$ cat config.mk
export PLATFORM = sky130hd
export DESIGN_NAME = core_shutdown_seq
export DESIGN_NICKNAME = d
export VERILOG_FILES = /design/src/rtl/cpd_pkg.sv /design/src/rtl/cpd_delay.sv /design/src/rtl/cpd_bank_mask.sv /design/src/rtl/core_shutdown_seq.sv
export SDC_FILE = /design/constraint.sdc
export NUM_CORES = 1
export LEC_CHECK = 0
export BUFFER_PORTS_ARGS = -buffer_cell sky130_fd_sc_hd__buf_2
export CORE_MARGIN = 2
export CORE_UTILIZATION = 45
export CTS_BUF_LIST = sky130_fd_sc_hd__clkbuf_16
export CTS_CLUSTER_DIAMETER = 200
export DETAILED_ROUTE_END_ITERATION = 10
export PLACE_DENSITY = 0.66
export SYNTH_ARGS = -nofsm -noshare
export SYNTH_HDL_FRONTEND = slang
export SYNTH_HIERARCHICAL = 1
export SYNTH_SLANG_ARGS = --single-unit
$ cat constraint.sdc
create_clock -name clk -period 2.8 [get_ports clk]
set_input_delay 0.42 -clock clk [delete_from_list [all_inputs] [get_ports clk]]
set_output_delay 0.42 -clock clk [all_outputs]
set_load 0.01 [all_outputs]
$ cat src/rtl/cpd_pkg.sv
package cpd_pkg;

  typedef enum logic [3:0] {
    ST_IDLE,
    ST_HALT,
    ST_IOCLAMP,
    ST_WLCLAMP,
    ST_STBY,
    ST_RETN,
    ST_BANK0,
    ST_BANKWAIT,
    ST_HSOFF,
    ST_POLL,
    ST_CORERST,
    ST_DONE,
    ST_FAIL
  } cpd_state_e;

  function automatic int unsigned idx_width(input int unsigned n);
    return (n > 1) ? $clog2(n) : 1;
  endfunction

endpackage

$ cat src/rtl/cpd_delay.sv
// Down-counting delay: loading N makes expired rise N cycles later.
module cpd_delay #(
  parameter int unsigned W = 8
) (
  input  logic         clk,
  input  logic         rst,
  input  logic         load,
  input  logic [W-1:0] load_val,
  output logic         expired
);

  logic [W-1:0] cnt;

  always_ff @(posedge clk) begin
    if (rst) begin
      cnt <= '0;
    end else if (load) begin
      cnt <= load_val;
    end else if (cnt != '0) begin
      cnt <= cnt - 1'b1;
    end
  end

  assign expired = (cnt == '0);

endmodule

$ cat src/rtl/cpd_bank_mask.sv
// Per-bank power register, all on after reset, cleared one bank per request.
module cpd_bank_mask #(
  parameter int unsigned NB = 20,
  parameter int unsigned IW = cpd_pkg::idx_width(NB)
) (
  input  logic          clk,
  input  logic          rst,
  input  logic          clr_en,
  input  logic [IW-1:0] clr_idx,
  output logic [NB-1:0] pwr
);

  for (genvar b = 0; b < NB; b++) begin : g_bank
    always_ff @(posedge clk) begin
      if (rst) begin
        pwr[b] <= 1'b1;
      end else if (clr_en && (clr_idx == IW'(b))) begin
        pwr[b] <= 1'b0;
      end
    end
  end

endmodule

$ cat src/rtl/core_shutdown_seq.sv
module core_shutdown_seq #(
  parameter int unsigned CYC_PER_US = 125,
  parameter int unsigned US_PER_MS  = 1000,
  parameter int unsigned NUM_BANKS  = 20,
  parameter int unsigned POLL_LIMIT = 200
) (
  input  logic                 clk,
  input  logic                 rst,
  input  logic                 stop_req,
  input  logic                 halt_done,
  input  logic                 hs_rst_ack,
  output logic                 halt_req,
  output logic                 core_clk_en,
  output logic                 io_clamp,
  output logic                 wl_clamp,
  output logic                 l2_stby_n,
  output logic                 slp_ret_n,
  output logic [NUM_BANKS-1:0] bank_pwr,
  output logic                 mem_clamp,
  output logic                 hs_on,
  output logic                 subsys_rst,
  output logic                 core_rst,
  output logic                 seq_done,
  output logic                 timeout_err
);
  import cpd_pkg::*;

  localparam int unsigned MS_CYC = CYC_PER_US * US_PER_MS;
  localparam int unsigned TW     = $clog2(MS_CYC + 1);
  localparam int unsigned IW     = idx_width(NUM_BANKS);
  localparam int unsigned PW     = $clog2(POLL_LIMIT + 1);
  localparam logic [TW-1:0] MS_LOAD   = TW'(MS_CYC - 1);
  localparam logic [TW-1:0] US_LOAD   = TW'(CYC_PER_US - 1);
  localparam logic [IW-1:0] LAST_BANK = IW'(NUM_BANKS - 1);
  localparam logic [PW-1:0] LAST_POLL = PW'(POLL_LIMIT - 1);

  cpd_state_e    state;
  logic [IW-1:0] bank_idx;
  logic [PW-1:0] poll_cnt;
  logic          tmr_load;
  logic [TW-1:0] tmr_val;
  logic          tmr_exp;
  logic          clr_en;
  logic [IW-1:0] clr_idx;

  cpd_delay #(.W(TW)) delay_i (
    .clk      (clk),
    .rst      (rst),
    .load     (tmr_load),
    .load_val (tmr_val),
    .expired  (tmr_exp)
  );

  cpd_bank_mask #(.NB(NUM_BANKS), .IW(IW)) banks_i (
    .clk     (clk),
    .rst     (rst),
    .clr_en  (clr_en),
    .clr_idx (clr_idx),
    .pwr     (bank_pwr)
  );

  // Timer reloads and bank clears happen in the cycle a wait ends,
  // so consecutive steps land exactly one wait apart.
  always_comb begin
    tmr_load = 1'b0;
    tmr_val  = MS_LOAD;
    clr_en   = 1'b0;
    clr_idx  = bank_idx;
    case (state)
      ST_BANK0: begin
        tmr_load = 1'b1;
        clr_en   = 1'b1;
        clr_idx  = '0;
      end
      ST_BANKWAIT: begin
        if (tmr_exp && (bank_idx != LAST_BANK)) begin
          tmr_load = 1'b1;
          clr_en   = 1'b1;
          clr_idx  = bank_idx + 1'b1;
        end
      end
      ST_HSOFF: begin
        tmr_load = 1'b1;
        tmr_val  = US_LOAD;
      end
      ST_POLL: begin
        if (tmr_exp && hs_rst_ack && (poll_cnt != LAST_POLL)) begin
          tmr_load = 1'b1;
        end
      end
      default: ;
    endcase
  end

  always_ff @(posedge clk) begin
    if (rst) begin
      state       <= ST_IDLE;
      bank_idx    <= '0;
      poll_cnt    <= '0;
      halt_req    <= 1'b0;
      core_clk_en <= 1'b1;
      io_clamp    <= 1'b0;
      wl_clamp    <= 1'b0;
      l2_stby_n   <= 1'b1;
      slp_ret_n   <= 1'b1;
      mem_clamp   <= 1'b0;
      hs_on       <= 1'b1;
      subsys_rst  <= 1'b0;
      core_rst    <= 1'b0;
      seq_done    <= 1'b0;
      timeout_err <= 1'b0;
    end else begin
      case (state)
        ST_IDLE, ST_FAIL: begin
          if (stop_req) begin
            timeout_err <= 1'b0;
            halt_req    <= 1'b1;
            state       <= ST_HALT;
          end
        end
        ST_HALT: begin
          if (halt_done) begin
            halt_req    <= 1'b0;
            core_clk_en <= 1'b0;
            state       <= ST_IOCLAMP;
          end
        end
        ST_IOCLAMP: begin
          io_clamp <= 1'b1;
          state    <= ST_WLCLAMP;
        end
        ST_WLCLAMP: begin
          wl_clamp <= 1'b1;
          state    <= ST_STBY;
        end
        ST_STBY: begin
          l2_stby_n <= 1'b0;
          state     <= ST_RETN;
        end
        ST_RETN: begin
          slp_ret_n <= 1'b0;
          bank_idx  <= '0;
          state     <= ST_BANK0;
        end
        ST_BANK0: begin
          state <= ST_BANKWAIT;
        end
        ST_BANKWAIT: begin
          if (tmr_exp) begin
            if (bank_idx == LAST_BANK) begin
              mem_clamp <= 1'b1;
              state     <= ST_HSOFF;
            end else begin
              bank_idx <= bank_idx + 1'b1;
            end
          end
        end
        ST_HSOFF: begin
          hs_on    <= 1'b0;
          poll_cnt <= '0;
          state    <= ST_POLL;
        end
        ST_POLL: begin
          if (tmr_exp) begin
            if (!hs_rst_ack) begin
              subsys_rst <= 1'b1;
              state      <= ST_CORERST;
            end else if (poll_cnt == LAST_POLL) begin
              timeout_err <= 1'b1;
              state       <= ST_FAIL;
            end else begin
              poll_cnt <= poll_cnt + 1'b1;
            end
          end
        end
        ST_CORERST: begin
          core_rst <= 1'b1;
          seq_done <= 1'b1;
          state    <= ST_DONE;
        end
        ST_DONE: ;
        default: state <= ST_IDLE;
      endcase
    end
  end

endmodule

# ---- Word-level counts from Yosys, hierarchy flattened
# Cells that the tools add are included.
dict set report op_classes {
  n_addsub 3
  n_eq_ne 45
  muxes 32
  bitwise 2
  n_reduce_logical 42
}
# cell count
set op_table {}
lappend op_table {{$mux W17} 3}
lappend op_table {{$pmux W4 S12} 1}
lappend op_table {{$eq A5 B4 Y1 const B} 8}
lappend op_table {{$mux W4} 7}
lappend op_table {{$eq A5 B5 Y1 const B} 5}
lappend op_table {{$mux W8} 3}
lappend op_table {{$logic_and A1 B1 Y1} 23}
lappend op_table {{$eq A4 B4 Y1 const B} 5}
lappend op_table {{$eq A5 B3 Y1 const B} 4}
lappend op_table {{$pmux W5 S2} 2}
lappend op_table {{$ne A2 B2 Y1 const B} 9}
lappend op_table {{$logic_not A17 Y1} 1}
lappend op_table {{$reduce_bool A17 Y1} 1}
lappend op_table {{$sub A17 B1 Y17 const B} 1}
lappend op_table {{$eq A4 B3 Y1 const B} 4}
lappend op_table {{$pmux W8 S2} 1}
lappend op_table {{$mux W5} 3}
lappend op_table {{$reduce_and A3 Y1} 4}
lappend op_table {{$eq A5 B2 Y1 const B} 2}
lappend op_table {{$reduce_bool A2 Y1} 5}
lappend op_table {{$add A8 B1 Y8 const B} 1}
lappend op_table {{$eq A4 B2 Y1 const B} 2}
lappend op_table {{$eq A8 B8 Y1 const B} 1}
lappend op_table {{$mux W1} 8}
lappend op_table {{other kinds (16)} 20}
dict set report totals {
  reg_bits 65
  inputBits 5
  output_inout_bits 32
  word_cells 159
}

# ---- Logic depth before layout (Yosys ltp)
# Gate-level depths: netlist of the first run.
dict set report logic_depth {
  word_depth 6
  mapped_depth 14
  depth_no_buf 12
}

# ---- Cells and area by module
# Netlist of the first run, hierarchy kept.
# mod n_inst cells_each area_each_um2 seq_area_each_um2
set modules_own_cells {}
lappend modules_own_cells {core_shutdown_seq 1 209 1650.3 560.5}
lappend modules_own_cells {cpd_delay 1 112 930.9 340.3}
lappend modules_own_cells {cpd_bank_mask 1 78 774.5 400.4}

# ---- Worst setup path before layout of the first run
# Ideal clock, no wire load.
dict set report synth_path {
  path_kind {register to register}
  startpoint {reg delay_i.cnt[0]}
  endpoint {reg banks_i.pwr[19]}
  setup_time_ps 117
  t_arrival_ps 2911
  t_required_ps 2683
  slack_ps -228
  stages_incl_launch_ff 14
  n_path_buf 2
  synth_period_minus_slack_ps 3028
  cell_sequence {dfxtp_1 > inv_1 > ha_1 > nor4b_1 > nand4b_1 > or2_4 > inv_2 > clkbuf_1 > nand2_1 > a221oi_1 > o21ai_1 > buf_6 > or3b_1 > o22a_1}
}
dict set report synth_between {
  elab_chain_cells 6
  elab_cells_between_ends 8
  classes_between {eq/ne: 1; mux: 4; reduce/logical: 3}
}
# element line_no
set synth_lines {}
lappend synth_lines {{from (decl)} cpd_delay.sv:12} ;# logic [W-1:0] cnt;
lappend synth_lines {{from (signal assigned)} cpd_delay.sv:18} ;# cnt <= load_val;
lappend synth_lines {{from (signal assigned)} cpd_delay.sv:20} ;# cnt <= cnt - 1'b1;
lappend synth_lines {{$logic_not A17 Y1} cpd_delay.sv:24} ;# assign expired = (cnt == '0);
lappend synth_lines {{named net tmr_exp} core_shutdown_seq.sv:42} ;# logic tmr_exp;
lappend synth_lines {{$logic_and A1 B1 Y1} core_shutdown_seq.sv:76} ;# if (tmr_exp && (bank_idx != LAST_BANK)) begin
lappend synth_lines {{$mux W5} core_shutdown_seq.sv:76}
lappend synth_lines {{$pmux W5 S2} core_shutdown_seq.sv:69} ;# case (state)
lappend synth_lines {{named net clr_idx[3]} core_shutdown_seq.sv:44} ;# logic [IW-1:0] clr_idx;
lappend synth_lines {{$eq A5 B5 Y1} cpd_bank_mask.sv:17} ;# end else if (clr_en && (clr_idx == IW'(b))) begin
lappend synth_lines {{$logic_and A1 B1 Y1} cpd_bank_mask.sv:17}
lappend synth_lines {{to (signal, indexed assignment)} cpd_bank_mask.sv:16} ;# pwr[b] <= 1'b1;
lappend synth_lines {{to (signal, indexed assignment)} cpd_bank_mask.sv:18} ;# pwr[b] <= 1'b0;
lappend synth_lines {{to (decl)} cpd_bank_mask.sv:10} ;# output logic [NB-1:0] pwr
# The timed path passes the listed nets, and every way through them passes these cells.
# A chain may end at the register's enable or synchronous reset.

# ---- Worst setup path after layout of the first run
dict set report layout_path {
  startpoint {reg delay_i.cnt[12]}
  endpoint {reg state[0]}
}
dict set report layout_between {
  elab_chain_cells 3
  elab_cells_between_ends 4
  classes_between {eq/ne: 2; reduce/logical: 2}
}
# element line_no
set layout_lines {}
lappend layout_lines {{$logic_not A17 Y1 *} cpd_delay.sv:24}
lappend layout_lines {{named net tmr_exp} core_shutdown_seq.sv:42}
lappend layout_lines {{$ne A2 B2 Y1 (no line)} n/a}
lappend layout_lines {{$reduce_and A7 Y1 (no line) *} n/a}
lappend layout_lines {{to (signal assigned)} core_shutdown_seq.sv:97} ;# state <= ST_IDLE;
lappend layout_lines {{to (signal assigned)} core_shutdown_seq.sv:118} ;# state <= ST_HALT;
lappend layout_lines {{to (signal assigned)} core_shutdown_seq.sv:125} ;# state <= ST_IOCLAMP;
lappend layout_lines {{to (decl)} core_shutdown_seq.sv:37} ;# cpd_state_e state;
# The timed path passes the listed nets; every way through them passes the cells marked *.

==> metrics.csv, run 1 <==
metric;value;unit
hold crit path type;in2reg;
CTS root buf;clkbuf_16;
gpl congestion;0.848;
DIE AREA;8160;µm²
CP Class;reg2reg;
crit start category;flop;
clk sinks;65;
EDFF count, synth;0;
Mapped Cells;399;
Routed Antenna Nets;0;
Cells after DPL;545;
Synth top area share;38.8;%
reg-to-reg endpoint;state[0];
Skew-Pair Late Insertion Delay;0.33;ns
final-report setup violation count;0;
maxcap violations;0;
Worst-Margin Slew;0.589;ns
fill cell count;661;
FF/Latch Area;1300;µm²
vias in the first global route;2945;
Crit-path slowest cell;or4_4;
outcome;complete, no violations;
Layout Nets;466;
first-pass GRT wire length;13600;µm
PwrDens;782;nW/µm²
Max stage delay on crit path;0.44;ns
crit-path cells;or2_1, or4_4, or2_4, inv_2, buf_4, nor4bb_1, or3_4, a2111o_1, o221a_1;
GRT Util Overall;20.0;%
dominant synthesized flop cell;dfxtp_1;
hold depth;3;
CTS tree;done;
dpl hpwl;5360;µm
post-synth cell types;74;
Num CTS Buffers;9;
setup_tns;0;ns
R2R depth;9;
total power;3.25;mW
GR Overflow Total;0;
top cells by area, synth;dfxtp_1, nand2_1, nor2_1;
via count;3055;
Worst Hold Launch;halt_done;
H-tree Lvls;3;
share of layout cells above drive strength 1;23.3;%
ys async rst share;0;%
critical path fanouts, max;8;
YS warnings;6;
Max Slew Vio Count;0;
port bufs;36;
clock-pin slew on the worst setup and hold paths;0.06;ns
Buf/Inv on CP;2;
sequential share of the synthesized area;38.8;%
Seq cells post-synth;65;
setup ws final;0.0699;ns
final hold vios;0;
fin crit period;2.73;ns
Post-Route WL;7700;µm
Initial Util;46.3;%
Avg Synthesized Cell Area;8.41;µm²
area grow syn2layout;24.0;%
Crit. End Element;flop;
# rows;31;
antenna diode count;0;
clock buffer depth;2;
Die X;90.4;µm
I/O pins;37;
RR Startpoint;delay_i/cnt[12];
Peak supply drop;0.310;mV
Worst Path Required;3.01;ns
Hold Path End;halt_req;
DR vias/cell;5.44;
Crit path arrival time;2.94;ns
Mapped Area;3360;µm²
# DRC;0;
Max Fclk;0.366;GHz
leakage;1.62;nW
DIE HEIGHT;90.4;µm
R2R Setup Slk;0.07;ns
Clock Skew;0.00561;ns
Synth area leader;dfxtp_1;
largest net degree at the start of global routing;41;
antenna violations before repair;0;
Routed WL per cell;13.7;µm
1st-iter DRT viols;153;
first drt pass iteration count;4;
Worst path top cell family by delay;simple AND/OR/NAND/NOR gates;
Tcrit/Tclk final;97.5;%
core region area;7250;µm²
final cell count without fillers;562;
RSZ-0062 raised after global routing;yes;
multi-input logic area;1960;µm²
relative slew slack;60.7;%
pre-CTS setup slack;0.0725;ns
post-layout util;57.4;%
CTS Hold Bufs;0;
-- synth_stat cells, types with 3 or more instances --
cell / instances
o21ai_1: 7
ha_1: 3
a31oi_1: 8
or3_1: 10
nor3b_2: 3
nor3_1: 10
xnor2_1: 8
nand2b_1: 6
nand3b_1: 3
nor4_1: 4
o21ai_0: 12
o22a_1: 3
nand2_1: 45
clkbuf_1: 12
mux2i_1: 9
nor2_1: 42
dfxtp_1: 65
nand4b_1: 3
nand4_1: 3
or4_1: 3
a41oi_1: 6
inv_1: 11
and4bb_1: 4
nor4b_1: 3
buf_2: 6
nand3_1: 8
a211oi_1: 6
a21oi_1: 27
nor2b_1: 5
-- state kept, by name, summed over array words and instances (netlist names), 4 cells and up --
register and count:
state 4, poll_cnt 8, banks_i/pwr 20, delay_i/cnt 17, bank_idx 5
-- power breakdown --
group | internal [mW] | switching, mW | total (mW)
combinational | 0.460 | 0.458 | 0.918
sequential | 1.02 | 0.101 | 1.12
clock | 0.788 | 0.431 | 1.22
-- cells in the final DEF, fill, tap and decap left out, types with 5 or more instances in the layout --
cell type  count
or3_1         10
dfxtp_1       65
a21oi_1       26
nand2_1       45
mux2i_1        9
clkbuf_16      9
nor2b_1        5
a31oi_1        8
o21ai_1        6
inv_1         11
nand2b_1       6
xnor2_1        8
nor3_1        10
o21ai_0       11
conb_1         7
buf_2         36
nor2_1        42
a41oi_1        6
a211oi_1       6
buf_4         29
nand3_1        8
-- kinds of logic (layout without fill, tap and decap cells) --
family          count (synthesis)  after routing  synth area share [%]
other cells                     2              7                 0.224
mux                            11             11                  3.36
fa+ha+maj                       3              3                  1.12
xor+xnor                       10             10                  2.61
flops                          65             65                  38.8
compound gates                 97             97                  19.4
buf+inv                        36             95                  4.92
simple gates                  175            175                  29.6
-- per-layer routing --
layer / track usage [%] / up-vias / share of wire [%]
met4: 6.28 / 0 / 1.5
met5: 0 / - / 0
met1: 26.2 / 1409 / 49
li1: - / 1579 / -
met2: 32.6 / 57 / 46
met3: 4.84 / 10 / 3.4
-- area by class of cell --
type                       instances  area share (%)
timing repair buffer              65            9.56
tap                               99            2.98
multi-input combinational        303            47.1
clock buffer                       9            5.41
clock inverter                     7            2.40
inverter                          14            1.26
sequential                        65            31.3
-- through the flow --
step | hold WS, ns | area, µm²
after floorplan | 0.443 | 3390
after global placement | 0.430 | 3790
final | 0.388 | 4160
after global routing | 0.401 | 4160
after CTS | 0.378 | 4110
after detailed placement | 0.434 | 3790
-- how the worst max path moves through the flow --
stage / from / endpoint / slack [ns] / cells after the start
2_1_floorplan: delay_i/cnt[0] / banks_i/pwr[19] / 0.006 / 13
3_3_place_gp: delay_i/cnt[12] / state[0] / 0.14 / 9
3_5_place_dp: delay_i/cnt[12] / state[0] / 0.07 / 9
4_1_cts: delay_i/cnt[12] / state[0] / 0.02 / 9
5_1_grt: delay_i/cnt[0] / state[0] / -0.0004 / 11
6_report: delay_i/cnt[12] / state[0] / 0.07 / 9
-- repair_timing --
item                       CTS  global route
setup endpoints to repair    0            19
resized for setup            0            11
buffers inserted             0             1
-- tightest hold or removal path, delay by kind of cell --
kind / cells / cell delay, ns
AO/OA/AOI/OAI: 2 / 0.15
buffers and inverters: 1 / 0.10
No activity file was read; power rests on OpenSTA's default activity.
==> run 2, diff against run 1 <==
--- a/config.mk
+++ b/config.mk
@@ -6,6 +6,7 @@
 export NUM_CORES = 1
 export LEC_CHECK = 0
 export BUFFER_PORTS_ARGS = -buffer_cell sky130_fd_sc_hd__buf_2
+export CORE_ASPECT_RATIO = 0.8
 export CORE_MARGIN = 2
 export CORE_UTILIZATION = 45
 export CTS_BUF_LIST = sky130_fd_sc_hd__clkbuf_16
==> metrics.csv, run 2 (same netlist as run 1, synthesis figures left out) <==
metric;value;unit;change
Max Fclk;0.372;GHz;+1.6%
CTS Hold Bufs;0;;unchanged
clock buffer depth;2;;unchanged
hold crit path type;in2reg;;
Crit path arrival time;2.88;ns;-0.06 ns
maxcap violations;0;;unchanged
1st-iter DRT viols;185;;+21%
Routed Antenna Nets;0;;unchanged
Setup Fix Bufs, Post-CTS;0;;unchanged
commonest non-fill, non-tap cell in the layout;dfxtp_1;;
H-tree Lvls;3;;unchanged
Max Slew Vio Count;0;;unchanged
setup ws final;0.114;ns;+0.0438 ns
most frequent cells in the layout;dfxtp_1, nand2_1, nor2_1;;
CTS tree;done;;
DIE AREA;8170;µm²;about the same
Worst path top cell family by delay;simple AND/OR/NAND/NOR gates;;
dpl hpwl;5330;µm;-0.53%
crit start category;flop;;
final hold vios;0;;unchanged
pre-CTS setup slack;0.0487;ns;-0.0239 ns
# DRC;0;;unchanged
Die X;101;µm;+11%
Final Cell Area;4130;µm²;-0.84%
Tcrit/Tclk final;95.9;%;-1.6 points
final-report setup violation count;0;;unchanged
area grow syn2layout;23.0;%;
largest net degree at the start of global routing;26;;-37%
Cells after DPL;535;;-1.8%
GR Overflow Total;0;;unchanged
Largest regs;banks_i/pwr (20), delay_i/cnt (17), poll_cnt (8);;
vias in the first global route;2689;;-8.7%
total power;3.18;mW;-2.4%
antenna violations before repair;0;;unchanged
Post-Route WL;7580;µm;-1.5%
final cell count without fillers;551;;-2.0%
via count;3019;;-1.2%
GRT Util Overall;19.3;%;-0.67 points
Crit-path slowest cell;or4_4;;
clock-pin slew on the worst setup and hold paths;0.05;ns;about the same
post-layout util;56.4;%;-1.0 points
Crit. End Element;flop;;
Buf/Inv on CP;1;;-1
fin crit period;2.69;ns;-0.0438 ns
port bufs;36;;unchanged
critical path fanouts, max;9;;+1
Clock Skew;0.00698;ns;+0.00137 ns
max reg flops;20;;unchanged
Peak supply drop;0.354;mV;+14%
first-pass GRT wire length;12600;µm;-7.3%
leakage;1.61;nW;-0.52%
Num CTS Buffers;9;;unchanged
Worst Path Required;2.99;ns;-0.02 ns
placed inst area;3770;µm²;-0.50%
post-CTS sizing;0;;unchanged
Routed WL per cell;13.8;µm;+0.49%
Initial Util;45.8;%;-0.43 points
outcome;complete, no violations;;
Hold Slack;0.381;ns;-0.00631 ns
largest register by flop count;banks_i/pwr;;
core region area;7320;µm²;+0.95%
CP Class;reg2reg;;
PwrDens;769;nW/µm²;-1.6%
setup_tns;0;ns;unchanged
antenna diode count;0;;unchanged
crit-path cells;or2_1, or4_4, or2_4, inv_4, nand2_1, o31a_1, o22a_2, and4bb_1, a41oi_1;;
Layout Nets;464;;-0.43%
first drt pass iteration count;4;;unchanged
gpl congestion;0.820;;-3.3%
I/O pins;37;;unchanged
DIE HEIGHT;81.2;µm;-10%
Max stage delay on crit path;0.43;ns;about the same
# rows;28;;-9.7%
share of layout cells above drive strength 1;22.1;%;-1.2 points
clk sinks;65;;unchanged
CTS root buf;clkbuf_16;;
DR vias/cell;5.48;;+0.79%
fill cell count;666;;+0.76%
Skew-Pair Late Insertion Delay;0.33;ns;about the same
run 2: path summary, 6_finish.rpt:
path / slack [ns] / startpoint / depth (start not counted) / endpoint
worst min-delay path: 0.38 / halt_done / 3 / halt_req
worst max register to register: 0.11 / delay_i/cnt[12] / 9 / banks_i/pwr[13]
worst max-delay path: 0.11 / delay_i/cnt[12] / 9 / banks_i/pwr[13]
worst min register to register: 0.44 / l2_stby_n / 2 / l2_stby_n
run 2: power by group:
part,switching (mW),total (mW),leakage (nW),internal (mW)
clock network,0.397,1.17,0.158,0.770
logic,0.449,0.902,0.923,0.453
registers,0.0905,1.11,0.528,1.02
run 2: metal layers:
layer / wire length [µm] / vias up / GRT usage [%]
met1: 3870 / 1390 / 27.3
li1: - / 1558 / -
met3: 327 / 9 / 4.82
met4: 85 / 0 / 6.58
met5: 0 / - / 0
met2: 3300 / 62 / 28.8
run 2: cell type report:
| class | instances | area (µm²) | area share [%] |
|---|---|---|---|
| Clock buffer | 9 | 225 | 5.46 |
| Inverter | 14 | 55.1 | 1.33 |
| Multi-Input combinational cell | 303 | 1960 | 47.6 |
| Clock inverter | 7 | 86.3 | 2.09 |
| Timing Repair Buffer | 63 | 383 | 9.28 |
| Sequential cell | 65 | 1300 | 31.5 |
| Tap cell | 90 | 113 | 2.73 |
run 2: worst register-to-register path, stage by stage, from the launching register on:
cell	delay, ns
dfxtp_1	0.30
or2_1	0.23
or4_4	0.43
or2_4	0.28
inv_4	0.10
nand2_1	0.11
o31a_1	0.29
o22a_2	0.30
and4bb_1	0.36
a41oi_1	0.14
==> run 3, diff against run 2 <==
--- a/config.mk
+++ b/config.mk
@@ -6,13 +6,12 @@
 export NUM_CORES = 1
 export LEC_CHECK = 0
 export BUFFER_PORTS_ARGS = -buffer_cell sky130_fd_sc_hd__buf_2
-export CORE_ASPECT_RATIO = 0.8
+export CORE_ASPECT_RATIO = 1.1
 export CORE_MARGIN = 2
-export CORE_UTILIZATION = 45
+export CORE_UTILIZATION = 33
 export CTS_BUF_LIST = sky130_fd_sc_hd__clkbuf_16
 export CTS_CLUSTER_DIAMETER = 200
 export DETAILED_ROUTE_END_ITERATION = 10
-export PLACE_DENSITY = 0.66
 export SYNTH_ARGS = -nofsm -noshare
 export SYNTH_HDL_FRONTEND = slang
 export SYNTH_HIERARCHICAL = 1
==> metrics.csv, run 3 (same netlist as run 1, synthesis figures left out) <==
metric;value;unit;change
outcome;complete, no violations;;
I/O pins;37;;unchanged
end of the critical path;banks_i/pwr[13];;
max reg flops;20;;unchanged
Worst path top cell family by delay;simple AND/OR/NAND/NOR gates;;
Max stage delay on crit path;0.44;ns;about the same
hold crit path type;in2reg;;
Routed Antenna Nets;0;;unchanged
Buf/Inv on CP;1;;unchanged
GRT Util Overall;15.6;%;-3.7 points
largest register by flop count;banks_i/pwr;;
placed inst area;3820;µm²;+1.4%
CTS tree;done;;
# DRC;0;;unchanged
critical path fanouts, max;8;;-1
Max Slew Vio Count;0;;unchanged
Largest regs;banks_i/pwr (20), delay_i/cnt (17), poll_cnt (8);;
clk sinks;65;;unchanged
Skew-Pair Late Insertion Delay;0.34;ns;about the same
port bufs;36;;unchanged
Crit path arrival time;2.87;ns;about the same
Peak supply drop;0.403;mV;+14%
RSZ-0062 raised after global routing;no;;
Die X;100;µm;-0.40%
antenna violations before repair;0;;unchanged
area grow syn2layout;25.4;%;
1st-iter DRT viols;140;;-24%
R2R depth;9;;unchanged
Layout Nets;466;;+0.43%
PwrDens;778;nW/µm²;+1.1%
clock buffer depth;2;;unchanged
crit-path cells;or2_1, or4_4, or2_4, inv_4, nand2_1, o31a_1, o22a_2, and4bb_1, a41oi_1;;
FF/Latch Area;1300;µm²;unchanged
fin crit period;2.66;ns;-0.0256 ns
final-report setup violation count;0;;unchanged
Max Fclk;0.376;GHz;+0.96%
vias in the first global route;2988;;+11%
reg-to-reg endpoint;banks_i/pwr[13];;
Crit-path slowest cell;or4_4;;
multi-input logic area;1980;µm²;+0.57%
number of cells on the critical path;9;;unchanged
antenna diode count;0;;unchanged
first-pass GRT wire length;13700;µm;+9.0%
Crit. End Element;flop;;
commonest non-fill, non-tap cell in the layout;dfxtp_1;;
fill cell count;982;;+47%
share of layout cells above drive strength 1;23.3;%;+1.2 points
leakage;1.62;nW;+0.49%
routing usage on met2;24.8;%;-4.0 points
largest net degree at the start of global routing;31;;+19%
RR Startpoint;delay_i/cnt[12];;
maxcap violations;0;;unchanged
DR vias/cell;5.37;;-2.0%
met1 Use GR;19.6;%;-7.7 points
CP Class;reg2reg;;
DIE AREA;11000;µm²;+35%
setup_tns;0;ns;unchanged
Setup Fix Bufs, Post-CTS;0;;unchanged
Clock Skew;0.00709;ns;+0.000116 ns
Hold Slack;0.391;ns;+0.00938 ns
DIE HEIGHT;110;µm;+35%
Post-Route WL;8250;µm;+8.7%
CTS root buf;clkbuf_16;;
Num CTS Buffers;9;;unchanged
most frequent cells in the layout;dfxtp_1, nand2_1, nor2_1;;
Initial Util;33.9;%;-12 points
met3 usage;4.13;%;-0.69 points
via count;3129;;+3.6%
core region area;9890;µm²;+35%
Worst Path Required;3.01;ns;+0.02 ns
dpl hpwl;5860;µm;+9.9%
Tcrit/Tclk final;95.0;%;-0.92 points
Final Cell Area;4210;µm²;+1.9%
gpl congestion;0.798;;-2.7%
H-tree Lvls;3;;unchanged
Routed WL per cell;14.1;µm;+2.8%
Setup crit start;delay_i/cnt[12];;
crit start category;flop;;
final hold vios;0;;unchanged
# rows;38;;+36%
GR peak layer;met2;;
GR Overflow Total;0;;unchanged
clock-pin slew on the worst setup and hold paths;0.06;ns;about the same
first drt pass iteration count;5;;+1
R2R Setup Slk;0.14;ns;+0.03 ns
[run 3: cell types whose count changed in the layout (fill, tap and decap cells not counted), sizes merged]
cell | before | now
buf | 63 | 65
clkinv | 5 | 2
inv | 14 | 15
clkinvlp | 0 | 2
[run 3: power breakdown]
part           leakage [nW]  internal [mW]  switching (mW)
clock                 0.153          0.786           0.442
sequential            0.528           1.02          0.0827
combinational         0.936          0.473           0.474
[run 3: timing repair]
item                                    4_1_cts  5_1_grt
gates resized for setup                       0       13
endpoints found under the setup margin        0       28
hold buffers                                  0        0
[run 3: area by class of cell]
cell class,instances,area share [%]
flip-flops and latches,65,30.9
inverters,14,1.31
clock inverters,7,2.41
well taps,120,3.57
repair buffers,65,9.46
multi-input cells,303,47.0
clock buffers,9,5.35
[run 3: worst reg2reg max path: cells and delay by family (launching register included)]
family	cells	cell delay, ns
buffers and inverters	1	0.09
AO/OA/AOI/OAI	3	0.71
flip-flops	1	0.30
AND/OR/NAND/NOR	5	1.44
[run 3: worst min-delay path by stage]
stage / start / end / slack [ns] / depth (start not counted)
after floorplan: poll_cnt[7] / poll_cnt[7] / 0.44 / 2
after global placement: slp_ret_n / slp_ret_n / 0.43 / 2
after detailed placement: l2_stby_n / l2_stby_n / 0.44 / 2
after CTS: halt_done / halt_req / 0.38 / 3
after global routing: halt_done / halt_req / 0.41 / 3
final: halt_done / halt_req / 0.39 / 3
[run 3: metal layers]
layer  routed length (µm)  up-vias
li1                     -     1558
met1                 3820     1467
met2                 3860       82
met3                  385       22
met4                  184        0
met5                    0        -
[run 3: stage by stage]
step | instances | utilization [%] | setup slack (ns) | power, mW
finish | 583 | 42.5 | 0.139 | 3.27
global route | 583 | 42.5 | 0.0296 | 3.46
CTS | 583 | 41.9 | 0.00365 | 3.28
detailed placement | 567 | 38.6 | 0.0257 | 2.03
global placement | 567 | 38.6 | 0.133 | 2.02
floorplan | 404 | - | 0.00599 | 1.78
